<file path="src/rtl/adc_seq_pkg.sv">
package adc_seq_pkg;
  localparam int REG_W   = 16;
  localparam int DATA_W  = 10;
  localparam int CHAN_W  = 4;
  localparam int DIV_W   = 3;
  localparam int NTIMER  = 3;
  localparam int SHT_MAX = 64;
  localparam int TICK_W  = $clog2(SHT_MAX);
  localparam int PAD_W   = REG_W - DATA_W;

  typedef enum logic [1:0] {ST_IDLE, ST_WAIT, ST_SAMPLE, ST_CONV} seq_state_t;
  typedef enum logic [1:0] {MD_SINGLE = 2'd0, MD_SEQ = 2'd1, MD_RPT_ONE = 2'd2, MD_RPT_SEQ = 2'd3} seq_mode_t;

  typedef struct packed {
    logic [CHAN_W-1:0] chan;
    logic [DIV_W-1:0]  div;
    logic [1:0]        src;
    logic              inv;
    logic              fmt;
    logic [1:0]        mode;
    logic              msc;
    logic [1:0]        sht;
    logic [2:0]        refsel;
  } seq_cfg_t;

  // hold length in divided-clock ticks
  function automatic int unsigned sht_ticks(input logic [1:0] code);
    case (code)
      2'd0:    return 4;
      2'd1:    return 8;
      2'd2:    return 16;
      default: return SHT_MAX;
    endcase
  endfunction

  function automatic logic [REG_W-1:0] fmt_result(input logic [DATA_W-1:0] d, input logic tc);
    if (tc) return {~d[DATA_W-1], d[DATA_W-2:0], {PAD_W{1'b0}}};
    return {{PAD_W{1'b0}}, d};
  endfunction
endpackage

</file>
<file path="src/rtl/adc_seq_regs.sv">
module adc_seq_regs
  import adc_seq_pkg::*;
(
  input  logic             clk,
  input  logic             rst_n,
  input  logic             wr_en,
  input  logic             wr_sel,
  input  logic [REG_W-1:0] wr_data,
  input  logic             res_load,
  input  logic             irq_ack,
  output seq_cfg_t         cfg,
  output logic             en,
  output logic             ie,
  output logic             flag,
  output logic             sw_start,
  output logic [REG_W-1:0] ctrl_a_q,
  output logic [REG_W-1:0] ctrl_b_q
);
  logic wr_a, wr_b;
  logic unused_bits;

  assign wr_a = wr_en && !wr_sel;
  assign wr_b = wr_en &&  wr_sel;
  assign unused_bits = ^{wr_data[15:13], wr_data[12:10]};

  always_ff @(posedge clk or negedge rst_n) begin
    if (!rst_n) begin
      cfg      <= '0;
      en       <= 1'b0;
      ie       <= 1'b0;
      flag     <= 1'b0;
      sw_start <= 1'b0;
    end else begin
      sw_start <= wr_a && wr_data[0] && wr_data[1];
      if (wr_a) begin
        en <= wr_data[1];
        ie <= wr_data[3];
        if (!en) begin
          cfg.refsel <= wr_data[9:7];
          cfg.msc    <= wr_data[6];
          cfg.sht    <= wr_data[5:4];
        end
      end
      if (wr_b && !en) begin
        cfg.chan <= wr_data[12:9];
        cfg.div  <= wr_data[8:6];
        cfg.src  <= wr_data[5:4];
        cfg.inv  <= wr_data[3];
        cfg.fmt  <= wr_data[2];
        cfg.mode <= wr_data[1:0];
      end
      if (res_load)     flag <= 1'b1;
      else if (irq_ack) flag <= 1'b0;
      else if (wr_a)    flag <= wr_data[2];
    end
  end

  assign ctrl_a_q = {6'b0, cfg.refsel, cfg.msc, cfg.sht, ie, flag, en, 1'b0};
  assign ctrl_b_q = {3'b0, cfg.chan, cfg.div, cfg.src, cfg.inv, cfg.fmt, cfg.mode};
endmodule

</file>
<file path="src/rtl/adc_seq_trig.sv">
module adc_seq_trig
  import adc_seq_pkg::*;
(
  input  logic              clk,
  input  logic              rst_n,
  input  logic [1:0]        src,
  input  logic              inv,
  input  logic              sw_start,
  input  logic [NTIMER-1:0] timer_trig,
  output logic              trig_edge
);
  logic raw, lvl, lvl_q;

  always_comb begin
    case (src)
      2'd0:    raw = sw_start;
      2'd1:    raw = timer_trig[0];
      2'd2:    raw = timer_trig[1];
      default: raw = timer_trig[2];
    endcase
  end

  assign lvl = raw ^ inv;

  always_ff @(posedge clk or negedge rst_n) begin
    if (!rst_n) lvl_q <= 1'b0;
    else        lvl_q <= lvl;
  end

  assign trig_edge = lvl && !lvl_q;
endmodule

</file>
<file path="src/rtl/adc_seq_timer.sv">
module adc_seq_timer
  import adc_seq_pkg::*;
(
  input  logic             clk,
  input  logic             rst_n,
  input  logic             start,
  input  logic [DIV_W-1:0] div,
  input  logic [1:0]       sht,
  output logic             done
);
  logic [DIV_W-1:0]  div_cnt;
  logic [TICK_W-1:0] tick_cnt;
  logic [TICK_W-1:0] last_tick;
  logic              run;
  logic              tick;

  assign last_tick = TICK_W'(sht_ticks(sht) - 32'd1);
  assign tick      = run && (div_cnt == div);
  assign done      = tick && (tick_cnt == last_tick);

  always_ff @(posedge clk or negedge rst_n) begin
    if (!rst_n) begin
      run      <= 1'b0;
      div_cnt  <= '0;
      tick_cnt <= '0;
    end else if (start) begin
      run      <= 1'b1;
      div_cnt  <= '0;
      tick_cnt <= '0;
    end else if (run) begin
      if (done) begin
        run <= 1'b0;
      end else if (tick) begin
        div_cnt  <= '0;
        tick_cnt <= tick_cnt + TICK_W'(1);
      end else begin
        div_cnt <= div_cnt + DIV_W'(1);
      end
    end
  end
endmodule

</file>
<file path="src/rtl/adc_seq_fsm.sv">
module adc_seq_fsm
  import adc_seq_pkg::*;
(
  input  logic              clk,
  input  logic              rst_n,
  input  seq_cfg_t          cfg,
  input  logic              en,
  input  logic              trig_edge,
  input  logic              tmr_done,
  input  logic              conv_done,
  output logic [CHAN_W-1:0] chan,
  output logic              tmr_start,
  output logic              res_load,
  output logic              sample,
  output logic              convert,
  output logic              busy
);
  seq_state_t        state, state_nxt;
  logic [CHAN_W-1:0] chan_nxt;
  logic              go_on;

  always_comb begin
    state_nxt = state;
    chan_nxt  = chan;
    tmr_start = 1'b0;
    res_load  = 1'b0;
    go_on     = 1'b0;
    case (state)
      ST_IDLE: if (en && trig_edge) begin
        state_nxt = ST_SAMPLE;
        chan_nxt  = cfg.chan;
        tmr_start = 1'b1;
      end
      ST_WAIT: if (!en) begin
        state_nxt = ST_IDLE;
      end else if (trig_edge) begin
        state_nxt = ST_SAMPLE;
        tmr_start = 1'b1;
      end
      ST_SAMPLE: if (tmr_done) state_nxt = ST_CONV;
      default: if (conv_done) begin
        res_load  = 1'b1;
        state_nxt = ST_IDLE;
        case (seq_mode_t'(cfg.mode))
          MD_SINGLE:  go_on = 1'b0;
          MD_SEQ: begin
            go_on    = (chan != '0);
            chan_nxt = chan - CHAN_W'(1);
          end
          MD_RPT_ONE: go_on = 1'b1;
          default: begin
            go_on    = 1'b1;
            chan_nxt = (chan == '0) ? cfg.chan : chan - CHAN_W'(1);
          end
        endcase
        if (!go_on) begin
          chan_nxt = chan;
        end else if (en) begin
          state_nxt = cfg.msc ? ST_SAMPLE : ST_WAIT;
          tmr_start = cfg.msc;
        end
      end
    endcase
  end

  always_ff @(posedge clk or negedge rst_n) begin
    if (!rst_n) begin
      state <= ST_IDLE;
      chan  <= '0;
    end else begin
      state <= state_nxt;
      chan  <= chan_nxt;
    end
  end

  assign sample  = (state == ST_SAMPLE);
  assign convert = (state == ST_CONV);
  assign busy    = (state != ST_IDLE);
endmodule

</file>
<file path="src/rtl/adc_seq_ctrl.sv">
module adc_seq_ctrl
  import adc_seq_pkg::*;
(
  input  logic              clk,
  input  logic              rst_n,
  input  logic              wr_en,
  input  logic              wr_sel,
  input  logic [REG_W-1:0]  wr_data,
  output logic [REG_W-1:0]  ctrl_a_q,
  output logic [REG_W-1:0]  ctrl_b_q,
  input  logic [NTIMER-1:0] timer_trig,
  input  logic              irq_ack,
  output logic              sample_o,
  output logic              convert_o,
  output logic [CHAN_W-1:0] chan_o,
  input  logic              conv_done_i,
  input  logic [DATA_W-1:0] conv_data_i,
  output logic [REG_W-1:0]  result_o,
  output logic              busy_o,
  output logic              irq_flag_o,
  output logic              irq_o
);
  seq_cfg_t cfg;
  logic     en, ie, flag, sw_start;
  logic     trig_edge, tmr_start, tmr_done, res_load;

  adc_seq_regs u_regs (
    .clk, .rst_n, .wr_en, .wr_sel, .wr_data,
    .res_load, .irq_ack,
    .cfg, .en, .ie, .flag, .sw_start,
    .ctrl_a_q, .ctrl_b_q
  );

  adc_seq_trig u_trig (
    .clk, .rst_n, .src(cfg.src), .inv(cfg.inv),
    .sw_start, .timer_trig, .trig_edge
  );

  adc_seq_timer u_timer (
    .clk, .rst_n, .start(tmr_start), .div(cfg.div), .sht(cfg.sht), .done(tmr_done)
  );

  adc_seq_fsm u_fsm (
    .clk, .rst_n, .cfg, .en, .trig_edge, .tmr_done,
    .conv_done(conv_done_i), .chan(chan_o), .tmr_start, .res_load,
    .sample(sample_o), .convert(convert_o), .busy(busy_o)
  );

  always_ff @(posedge clk or negedge rst_n) begin
    if (!rst_n)        result_o <= '0;
    else if (res_load) result_o <= fmt_result(conv_data_i, cfg.fmt);
  end

  assign irq_flag_o = flag;
  assign irq_o      = flag && ie;
endmodule

</file>
<file path="config.mk">
export PLATFORM = sky130hd
export DESIGN_NAME = adc_seq_ctrl
export DESIGN_NICKNAME = d
export VERILOG_FILES = /design/src/rtl/adc_seq_pkg.sv /design/src/rtl/adc_seq_regs.sv /design/src/rtl/adc_seq_trig.sv /design/src/rtl/adc_seq_timer.sv /design/src/rtl/adc_seq_fsm.sv /design/src/rtl/adc_seq_ctrl.sv
export SDC_FILE = /design/constraint.sdc
export NUM_CORES = 1
export LEC_CHECK = 0
export BUFFER_PORTS_ARGS = -buffer_cell sky130_fd_sc_hd__clkbuf_2
export CORE_MARGIN = 8
export CORE_UTILIZATION = 55
export DETAILED_ROUTE_END_ITERATION = 12
export PLACE_DENSITY_LB_ADDON = 0.08
export SYNTH_ARGS = -nofsm -noshare
export SYNTH_HDL_FRONTEND = slang
export SYNTH_HIERARCHICAL = 1
export SYNTH_SLANG_ARGS = --single-unit
</file>
<file path="constraint.sdc">
create_clock -name clk -period 6.3 [get_ports clk]
set_input_delay 0.945 -clock clk [delete_from_list [all_inputs] [get_ports clk]]
set_output_delay 0.945 -clock clk [all_outputs]
set_load 0.02 [all_outputs]
</file>
==> results.toml <==
[yosys]
yosys_warnings = 6
synth_top_family_by_area = "simple AND/OR/NAND/NOR gates"
ys_types = 63
synthAdderAreaFrac_pct = 2.812
synth_xor_area_share_pct = 1.687
synth_async_sr_flop_share_pct = 100.0
synth-edff-count = 0
synthCells = 283
synth_area_per_cell_sq_um = 11.00
ys_seq_elements = 56
yosys.area_share.simple_pct = 14.95
synthMuxAreaShare_pct = 11.97
yosysSeqAreaShare_pct = 45.00
synth-compound-area-share_pct = 10.25
ys.flop_type = "dfrtp_1"
synth_area_sq_um = 3114

[grt]
grt_pass1_wl_um = 10900
grt_use_total_pct = 15.90
grt_max_degree = 57
grt_pass1_vias = 2317
grt_overflow = 0
antenna_found_initial = 0

[drt]
first_pass_iters = 4
drt_iter0_markers = 66
wire_per_inst_um = 15.28
route.detailed.drc = 0
via_count = 2164
via_per_inst = 5.265
routed_wl_um = 6282
ant_nets = 0

[placement]
numPortBuffers = 78
placedCellCount = 403
gp_congestion = 0.8308
dp_hpwl_um = 4763

[cts]
h-tree-depth = 2
numCtsBuffers = 5
cts_tree = "built"
clockBufferDepth = 2
clock-root-buffer = "clkbuf_8"
post_cts_resized = 0
cts_sinks = 56
postCtsSetupRepairBufs = 0
clk_pin_slew_ns = 0.09
clock_latency_ns = 0.31
postCtsHoldBufs = 0

[worst_setup_path]
critPathLaunchType = "primary input"
crit_fanout = 12
critical_path_class = "primary input to register"
crit_required_ns = 6.50
end_kind = "register"
arrival_ns = 2.85

[cells_and_area]
multi_input_area_sq_um = 1335
antenna_cells = 0
drive_above_1_share_pct = 37.17
mostFrequentLayoutCell = "clkbuf_2"
seqCellArea_sq_um = 1401
final_cell_mix = "78 x clkbuf_2, 56 x dfrtp_1, 24 x inv_1"
final_cells = 411
area_delta_synth_final_pct = 10.24
fill_cells = 494
finalNetCount = 380

[sta]
slew_viol_final = 0
worst_pin_slew_ns = 0.8879
maxSlewHeadroom_pct = 40.74
setup_viol = 0
tns_ns = 0
layout_worst_path_cycle_share_pct = 42.12
finClkSkew_ns = 0.007131
whs_ns = 0.5176
period_needed_ns = 2.654
fmax_mhz = 376.8
rsz0062_at_grt = "no"
hold_viol = 0

[job]
maxCapViolCount = 0

[power]
power_switching_uw = 661.6
power_density_nw_per_um2 = 456.1
power_frac_comb_pct = 45.9
pwr-share-seq_pct = 39.3
p_clk_share_pct = 14.8
power.share.switching_pct = 42.25
vdd_drop_max_mv = 0.1886
p_int_uw = 904.3
p_leak_uw = 0.001643

[floorplan]
die_area_sq_um = 8326
fp.dieH_um = 91.25
io_pins = 92
initial_core_util_pct = 56.90
core_sq_um = 5473
placementRows = 27
die_x_um = 91.25

[outcome]
status = "finished clean"

[min_path]
hold_class = "register to register"
-- cell usage after synthesis (all sizes together), types with 2 or more instances --
| master | count | area, sq um |
|---|---|---|
| dfrtp | 56 | 1401 |
| buf | 40 | 314.0 |
| inv | 25 | 93.84 |
| mux2 | 24 | 270.3 |
| o21ai | 16 | 80.07 |
| nor2 | 15 | 56.30 |
| a21oi | 12 | 63.81 |
| nand3 | 9 | 45.04 |
| nand3b | 9 | 80.08 |
| mux2i | 8 | 80.08 |
| ha | 7 | 87.58 |
| nand2 | 6 | 22.52 |
| nor3 | 5 | 30.03 |
| xnor2 | 5 | 43.79 |
| nand4 | 4 | 31.28 |
| nor2b | 3 | 26.27 |
| a211oi | 2 | 27.53 |
| a221oi | 2 | 23.77 |
| and2 | 2 | 15.02 |
| nor4 | 2 | 12.51 |
| o211ai | 2 | 15.01 |
| o22ai | 2 | 12.51 |
| o32ai | 2 | 36.29 |
-- power by group through the flow --
stage / Clock [uW] / Sequential, uW / Combinational [uW]
after floorplan: 0 / 658 / 545
after global placement: 0 / 621 / 707
after detailed placement: 0 / 624 / 727
after CTS: 238 / 618 / 728
after global routing: 250 / 640 / 800
final: 231 / 616 / 718
-- worst paths after layout --
path | slack [ns] | startpoint | endpoint | depth (start not counted)
max | 3.65 | timer_trig[2] | u_timer/tick_cnt[4]$_DFFE_PN0P_ | 9
min | 0.52 | u_regs/cfg[1]$_DFFE_PN0P_ | u_regs/cfg[1]$_DFFE_PN0P_ | 1
max reg2reg | 3.68 | u_timer/tick_cnt[0]$_DFFE_PN0P_ | u_fsm/state[1]$_DFFE_PN0P_ | 7
min reg2reg | 0.52 | u_regs/cfg[1]$_DFFE_PN0P_ | u_regs/cfg[1]$_DFFE_PN0P_ | 1
max in group asynchronous | 5.09 | rst_n | result_o[11]$_DFFE_PN0P_ | 2
min in group asynchronous | 0.74 | rst_n | u_regs/cfg[18]$_DFFE_PN0P_ | 2
-- kinds of logic after synthesis --
group | after synthesis
compound gates | 45
fa+ha+maj | 7
buf+inv | 66
xor+xnor | 6
other cells | 1
simple gates | 69
flops | 56
mux | 33
-- critical path: stages --
cell,delay (ns)
clkbuf_2,0.08
mux4_2,0.46
xor2_1,0.19
nor2b_4,0.18
nand2_1,0.13
o32ai_1,0.29
buf_4,0.23
nor2b_1,0.06
mux2_1,0.28
-- registers in the layout, indices dropped and copies added, names as in the netlist, 2 cells and up --
| register | count |
|---|---|
| u_regs/cfg | 19 |
| u_timer/tick_cnt | 6 |
| u_timer/div_cnt | 3 |
| u_fsm/state | 2 |
| u_fsm/chan | 4 |
| result_o | 16 |
-- per-layer routing --
metal	wire length [um]	share of wire [%]	up-vias	global-route usage [%]
li1	-	-	1048	-
met1	2739	44	1057	18.16
met2	2970	47	54	26.30
met3	494	7.9	5	6.667
met4	76	1.2	0	5.321
met5	0	0	-	0
-- stage by stage --
stage | util (%) | total power (uW) | cell area, sq um | setup WS (ns)
2_1_floorplan | - | 1203 | 3148 | 3.316
4_1_cts | 62.73 | 1583 | 3433 | 3.640
3_3_place_gp | 60.77 | 1328 | 3326 | 3.299
5_1_grt | 62.73 | 1690 | 3433 | 3.519
6_report | 62.73 | 1566 | 3433 | 3.646
3_5_place_dp | 60.77 | 1351 | 3326 | 3.319
-- area by class of cell --
cell class,instances,area share [%]
inverters,25,2.733
repair buffers,80,11.81
well taps,72,2.624
clock inverters,2,1.020
clock buffers,6,2.114
multi-input cells,170,38.88
flip-flops and latches,56,40.82
(Power assumes the default switching activity.)
